[config.mk]
export PLATFORM = sky130hd
export DESIGN_NAME = scan_shift_top
export DESIGN_NICKNAME = d
export VERILOG_FILES = /design/src/rtl/scan_shift_pkg.sv /design/src/rtl/lp_fall_detect.sv /design/src/rtl/scan_chain.sv /design/src/rtl/end_pin_ctrl.sv /design/src/rtl/scan_shift_top.sv
export SDC_FILE = /design/constraint.sdc
export NUM_CORES = 1
export LEC_CHECK = 0
export BUFFER_PORTS_ARGS = -buffer_cell sky130_fd_sc_hd__buf_2
export CORE_MARGIN = 2
export CORE_UTILIZATION = 59
export DETAILED_ROUTE_END_ITERATION = 10
export PLACE_DENSITY_LB_ADDON = 0.15
export RECOVER_POWER = 100
export SLEW_MARGIN = 0
export SYNTH_ARGS = -nofsm -noshare
export SYNTH_HDL_FRONTEND = slang
export SYNTH_SLANG_ARGS = --single-unit
[constraint.sdc]
create_clock -name clk -period 12.43 [get_ports clk]
set_input_delay 0.6215 -clock clk [delete_from_list [all_inputs] [get_ports clk]]
set_output_delay 0.6215 -clock clk [all_outputs]
set_load 0.03 [all_outputs]
[src/rtl/scan_shift_pkg.sv]
package scan_shift_pkg;

  typedef enum logic [1:0] {
    SRC_LOWER = 2'd0,
    SRC_UPPER = 2'd1,
    SRC_END1  = 2'd2,
    SRC_END2  = 2'd3
  } stage_src_e;

  // Where stage k takes its next value from, for an n-stage chain.
  function automatic stage_src_e stage_src(input int k, input int n,
                                           input logic dual, input logic rev);
    int half;
    half = n / 2;
    if (!rev) begin
      if (k == 0)                 return SRC_END1;
      else if (dual && k == half) return SRC_END2;
      else                        return SRC_LOWER;
    end else begin
      if (k == n - 1)                 return SRC_END2;
      else if (dual && k == half - 1) return SRC_END1;
      else                            return SRC_UPPER;
    end
  endfunction

  function automatic logic pick_src(input stage_src_e s, input logic lo,
                                    input logic hi, input logic e1, input logic e2);
    case (s)
      SRC_LOWER: return lo;
      SRC_UPPER: return hi;
      SRC_END1:  return e1;
      default:   return e2;
    endcase
  endfunction

endpackage

[src/rtl/lp_fall_detect.sv]
module lp_fall_detect (
  input  logic clk,
  input  logic rst_n,
  input  logic line_pulse,
  output logic fall
);
  logic lp_q;

  always_ff @(posedge clk or negedge rst_n) begin
    if (!rst_n) lp_q <= 1'b0;
    else        lp_q <= line_pulse;
  end

  assign fall = lp_q & ~line_pulse;

  // a detected fall means high one sample ago, low now
  a_r2_fall_is_edge: assert property (@(posedge clk) disable iff (!rst_n)
    fall |-> ($past(line_pulse) && !line_pulse));

endmodule

[src/rtl/scan_chain.sv]
module scan_chain import scan_shift_pkg::*; #(
  parameter int NSTAGE = 240
) (
  input  logic              clk,
  input  logic              rst_n,
  input  logic              clr_n,
  input  logic              shift_en,
  input  logic              dual_mode,
  input  logic              reverse,
  input  logic              end1_in,
  input  logic              end2_in,
  output logic [NSTAGE-1:0] q
);
  logic [NSTAGE-1:0] nxt;

  for (genvar k = 0; k < NSTAGE; k++) begin : g_stage
    logic lo_v, hi_v;
    if (k == 0) begin : g_lo0
      assign lo_v = 1'b0;
    end else begin : g_lo
      assign lo_v = q[k-1];
    end
    if (k == NSTAGE - 1) begin : g_hiN
      assign hi_v = 1'b0;
    end else begin : g_hi
      assign hi_v = q[k+1];
    end
    assign nxt[k] = pick_src(stage_src(k, NSTAGE, dual_mode, reverse),
                             lo_v, hi_v, end1_in, end2_in);
  end

  always_ff @(posedge clk or negedge clr_n) begin
    if (!clr_n)        q <= '0;
    else if (shift_en) q <= nxt;
  end

  // display-off holds every stage clear
  a_r1_clear_held: assert property (@(posedge clk) disable iff (!rst_n)
    !clr_n |-> (q == '0));

  // no shift request, no change (unless cleared meanwhile)
  a_r2_hold: assert property (@(posedge clk) disable iff (!rst_n)
    (!shift_en && clr_n) |=> ($stable(q) || q == '0));

  // single forward moves every stage one place up
  a_r3_fwd_move: assert property (@(posedge clk) disable iff (!rst_n)
    (shift_en && clr_n && !dual_mode && !reverse) |=>
      ((q[NSTAGE-1:1] == $past(q[NSTAGE-2:0]) && q[0] == $past(end1_in)) || q == '0));

  // single reverse moves every stage one place down
  a_r4_rev_move: assert property (@(posedge clk) disable iff (!rst_n)
    (shift_en && clr_n && !dual_mode && reverse) |=>
      ((q[NSTAGE-2:0] == $past(q[NSTAGE-1:1]) && q[NSTAGE-1] == $past(end2_in)) || q == '0));

endmodule

[src/rtl/end_pin_ctrl.sv]
module end_pin_ctrl #(
  parameter int NSTAGE = 240
) (
  input  logic              dual_mode,
  input  logic              reverse,
  input  logic [NSTAGE-1:0] q,
  output logic              end1_out,
  output logic              end1_oe,
  output logic              end2_out,
  output logic              end2_oe
);
  // Single mode: the pin opposite the feeding pin carries the far-end stage.
  assign end1_oe  = !dual_mode &&  reverse;
  assign end2_oe  = !dual_mode && !reverse;
  assign end1_out = end1_oe & q[0];
  assign end2_out = end2_oe & q[NSTAGE-1];
endmodule

[src/rtl/scan_shift_top.sv]
module scan_shift_top #(
  parameter int NSTAGE = 240
) (
  input  logic              clk,
  input  logic              rst_n,
  input  logic              line_pulse,
  input  logic              disp_off_n,
  input  logic              dual_mode,
  input  logic              reverse,
  input  logic              end1_in,
  output logic              end1_out,
  output logic              end1_oe,
  input  logic              end2_in,
  output logic              end2_out,
  output logic              end2_oe,
  output logic [NSTAGE-1:0] row_sel
);
  localparam int HALF = NSTAGE / 2;

  logic lp_fall;
  logic clr_n;

  assign clr_n = rst_n & disp_off_n;

  lp_fall_detect u_edge (
    .clk(clk), .rst_n(rst_n), .line_pulse(line_pulse), .fall(lp_fall)
  );

  scan_chain #(.NSTAGE(NSTAGE)) u_chain (
    .clk(clk), .rst_n(rst_n), .clr_n(clr_n), .shift_en(lp_fall),
    .dual_mode(dual_mode), .reverse(reverse),
    .end1_in(end1_in), .end2_in(end2_in), .q(row_sel)
  );

  end_pin_ctrl #(.NSTAGE(NSTAGE)) u_pins (
    .dual_mode(dual_mode), .reverse(reverse), .q(row_sel),
    .end1_out(end1_out), .end1_oe(end1_oe),
    .end2_out(end2_out), .end2_oe(end2_oe)
  );

  // never both end pins driving; exactly one in single mode
  a_r7_oe_onehot: assert property (@(posedge clk) disable iff (!rst_n)
    $onehot0({end1_oe, end2_oe}));
  a_r7_single_one: assert property (@(posedge clk) disable iff (!rst_n)
    !dual_mode |-> ($countones({end1_oe, end2_oe}) == 1));

  // forward cascade pin carries the top stage
  a_r3_end2_val: assert property (@(posedge clk) disable iff (!rst_n)
    end2_oe |-> (end2_out == row_sel[NSTAGE-1]));

  // dual forward keeps halves apart: the upper half base loads end2_in
  a_r5_split: assert property (@(posedge clk) disable iff (!rst_n)
    (lp_fall && clr_n && dual_mode && !reverse) |=>
      (row_sel[HALF] == $past(end2_in) || row_sel == '0));

  // dual reverse: the lower half top loads end1_in
  a_r6_split: assert property (@(posedge clk) disable iff (!rst_n)
    (lp_fall && clr_n && dual_mode && reverse) |=>
      (row_sel[HALF-1] == $past(end1_in) || row_sel == '0));

endmodule

==> impl_metrics.py <==
metrics = {
    "pwr": {
        "power_per_cell_area_mw_per_mm2": 129,
        "power_frac_clock_pct": 41.0,
        "switching_power_mw": 0.404,
        "seq_power_share_pct": 50.2,
        "worst_ir_drop_vdd_v": 0.0000856,
        "p_comb_share_pct": 8.8,
        "p_leak_nw": 5.74,
        "power_mw": 1.62,
        "power_switching_share_pct": 24.9,
        "internal_power_mw": 1.22,
    },
    "timing": {
        "finalCriticalPeriod_ns": 6.52,
        "finalSetupTns_ns": 0,
        "hold_viol": 0,
        "skew_ns": 0.00478,
        "period_share_pct": 52.4,
        "maxSlewHeadroom_pct": -227,
        "grt_setup_unrepaired": "no",
        "clock.fmax_mhz": 153,
        "setup_viol_count_final": 0,
        "worstMarginPinSlew_ns": 4.90,
        "final_max_slew_viol_count": 291,
    },
    "setup_path": {
        "crit_chain": "clkbuf_1 -> clkbuf_1 -> mux2i_1 -> o21ai_0",
        "endpoint_kind": "flop",
        "cp-start-kind": "primary input",
        "crit_fanout": 72,
        "cpMostUsedCell": "clkbuf_1",
        "cp_slowest_cell": "clkbuf_1",
        "reg2reg_slack_ns": 8.37,
        "critPathKind": "primary input to flop",
        "r2r_end": "u_chain.q[149]$_DFFE_PN0P_",
        "r2r-start": "u_edge.lp_q$_DFF_PN0_",
        "crit_required_ns": 12.66,
        "crit_arrival_ns": 6.74,
        "ff2ff_path_depth": 3,
        "max_stage_delay_ns": 3.39,
    },
    "clocking": {
        "htreeDepth": 1,
        "cts_root_buf": "clkbuf_16",
        "cts_tree": "yes",
        "clkTransAtPathRegs_ns": 0.06,
        "cts_resized": 0,
        "clkSinkCount": 241,
        "cts_buffer_depth": 3,
        "clk_latency_ns": 0.50,
        "cts_inserted_buffers": 25,
    },
    "detailed_routing": {
        "ant_nets": 0,
        "viasPerCell": 5.47,
        "drc": 0,
        "drt_first_pass_iters": 4,
        "num_vias": 8210,
        "drt_iter0_markers": 466,
        "drt_wl_total_mm": 24.2,
        "wl_per_cell_um": 16.1,
    },
    "die": {
        "core_area_mm2": 0.0186,
        "start_util_pct": 59.8,
        "io-pin-count": 252,
        "dieArea_mm2": 0.0199,
        "num_rows": 50,
        "die_w_um": 141,
        "die_y_um": 141,
    },
    "placed_design": {
        "globalplace.congestion": 0.770,
        "portBuffers": 251,
        "place_inst": 1460,
        "dpl.hpwl_mm": 15.1,
        "placed_area_mm2": 0.0122,
    },
    "flow_run": {
        "cap_violations": 4,
    },
    "min_path": {
        "holdPathStages": 1,
        "hold_path.class": "primary input to flop",
        "hold_path_end": "u_edge.lp_q$_DFF_PN0_",
        "worstHoldStart": "line_pulse",
    },
    "logic_synthesis": {
        "syn-instance-count": 1049,
        "synth.yosys.warnings": 0,
        "syn_area_mm2": 0.0111,
        "avgSynthCellArea_um2": 10.6,
        "ys_ff_latch": 241,
        "synth.distinct_cells": 16,
        "yosysSeqAreaShare_pct": 54.3,
        "syn-num-nets": 1057,
    },
    "global_route": {
        "grt_pass1_wl_mm": 40.0,
        "globalRoute.totalOverflow": 0,
        "grt_start_max_net_pins": 263,
        "antenna_found_initial": 0,
        "grt_pass1_vias": 7754,
        "grt_usage_pct": 24.0,
    },
    "cells_and_area": {
        "final_cell_area_mm2": 0.0126,
        "nets": 1262,
        "instances_no_fill": 1501,
        "utilization_pct": 67.9,
        "num_antenna_cells": 0,
        "drive_gt1_share_pct": 3.24,
        "area_growth_pct": 13.6,
    },
    "outcome": {
        "status": "finished, violations left",
        "violations": "capacitance limit, slew limit",
    },
}
## through the flow
| step | worst slack, ns | hold WS, ns |
|---|---|---|
| after global routing | 5.42 | 0.228 |
| after detailed placement | 9.61 | 0.405 |
| after floorplan | 4.04 | 0.326 |
| final | 5.91 | 0.237 |
| after CTS | 9.95 | 0.214 |
| after global placement | 9.70 | 0.405 |
## worst max path at each step
stage | cells after the start | start | end | slack (ns)
after floorplan | 1 | disp_off_n | u_chain.q[0]$_DFFE_PN0P_ | 4.04
after global placement | 4 | reverse | u_chain.q[172]$_DFFE_PN0P_ | 9.70
after detailed placement | 5 | line_pulse | u_chain.q[162]$_DFFE_PN0P_ | 9.61
after CTS | 4 | u_edge.lp_q$_DFF_PN0_ | u_chain.q[149]$_DFFE_PN0P_ | 9.95
after global routing | 4 | reverse | u_chain.q[58]$_DFFE_PN0P_ | 5.42
final | 4 | reverse | u_chain.q[58]$_DFFE_PN0P_ | 5.91
## layout by cell type (no fill, tap or decap), drive strengths merged
cell type	netlist	routed
clkinv	0	3
dlygate4sd3	0	1
mux2i	240	240
dfrtp	241	241
clkbuf	28	284
nor2	2	2
and2	3	3
nor2b	1	1
a211oi	1	1
mux2	1	1
buf	52	10
nand2b	1	1
a21o	1	1
o21ai	239	239
nand2	239	239
## layout make-up
cell class	count	area, um2
timing repair buffer	258	1020
clock inverter	3	15.0
sequential	241	6030
fill	1594	5970
clock buffer	37	691
multi-input combinational	728	4560
tap	234	293
## worst max-delay path: cells and delay by family
kind,cells,cell delay [ns]
buffers and inverters,2,5.60
AOI/OAI and AO/OA,1,0.14
muxes,1,0.35
## layer usage
metal	wire length [um]	vias up	track usage (%)
li1	-	4024	-
met1	11000	3946	36.1
met2	11200	203	35.8
met3	1500	37	5.03
met4	539	0	6.68
met5	0	-	0
## sequential cells by signal (all words and copies together) (netlist names)
signal       count
u_edge.lp_q      1
u_chain.q      240
## synth_stat cells
| cell | count | share of area (%) |
|---|---|---|
| and2_1 | 3 | 0.17 |
| buf_6 | 19 | 1.9 |
| o21ai_1 | 168 | 7.6 |
| a211oi_1 | 1 | 0.068 |
| nor2b_1 | 1 | 0.056 |
| buf_2 | 20 | 0.90 |
| nand2_1 | 239 | 8.1 |
| buf_4 | 13 | 0.88 |
| mux2i_1 | 240 | 22 |
| nor2_1 | 2 | 0.068 |
| mux2_2 | 1 | 0.10 |
| clkbuf_1 | 28 | 0.95 |
| o21ai_0 | 71 | 3.2 |
| dfrtp_1 | 241 | 54 |
| a21o_1 | 1 | 0.068 |
| nand2b_1 | 1 | 0.056 |
## repair_timing
action | in CTS | in global routing
hold buffers | 1 | 0
hold endpoints to repair | 1 | 0
buffers inserted | 0 | 0
## power by group through the flow
stage / logic, mW / registers (mW) / clock network (mW)
after floorplan: 0.0891 / 0.853 / 0
after global placement: 0.143 / 0.828 / 0
after detailed placement: 0.145 / 0.828 / 0
after CTS: 0.145 / 0.814 / 0.681
after global routing: 0.155 / 0.817 / 0.714
final: 0.142 / 0.815 / 0.666
## cell families after synthesis
logic type      count (synthesis)  share of synthesized area [%]
compound gates                241                           10.9
buf+inv                        80                           4.65
simple gates                  246                           8.43
mux                           241                           21.7
flops                         241                           54.3
(Power assumes the default switching activity.)
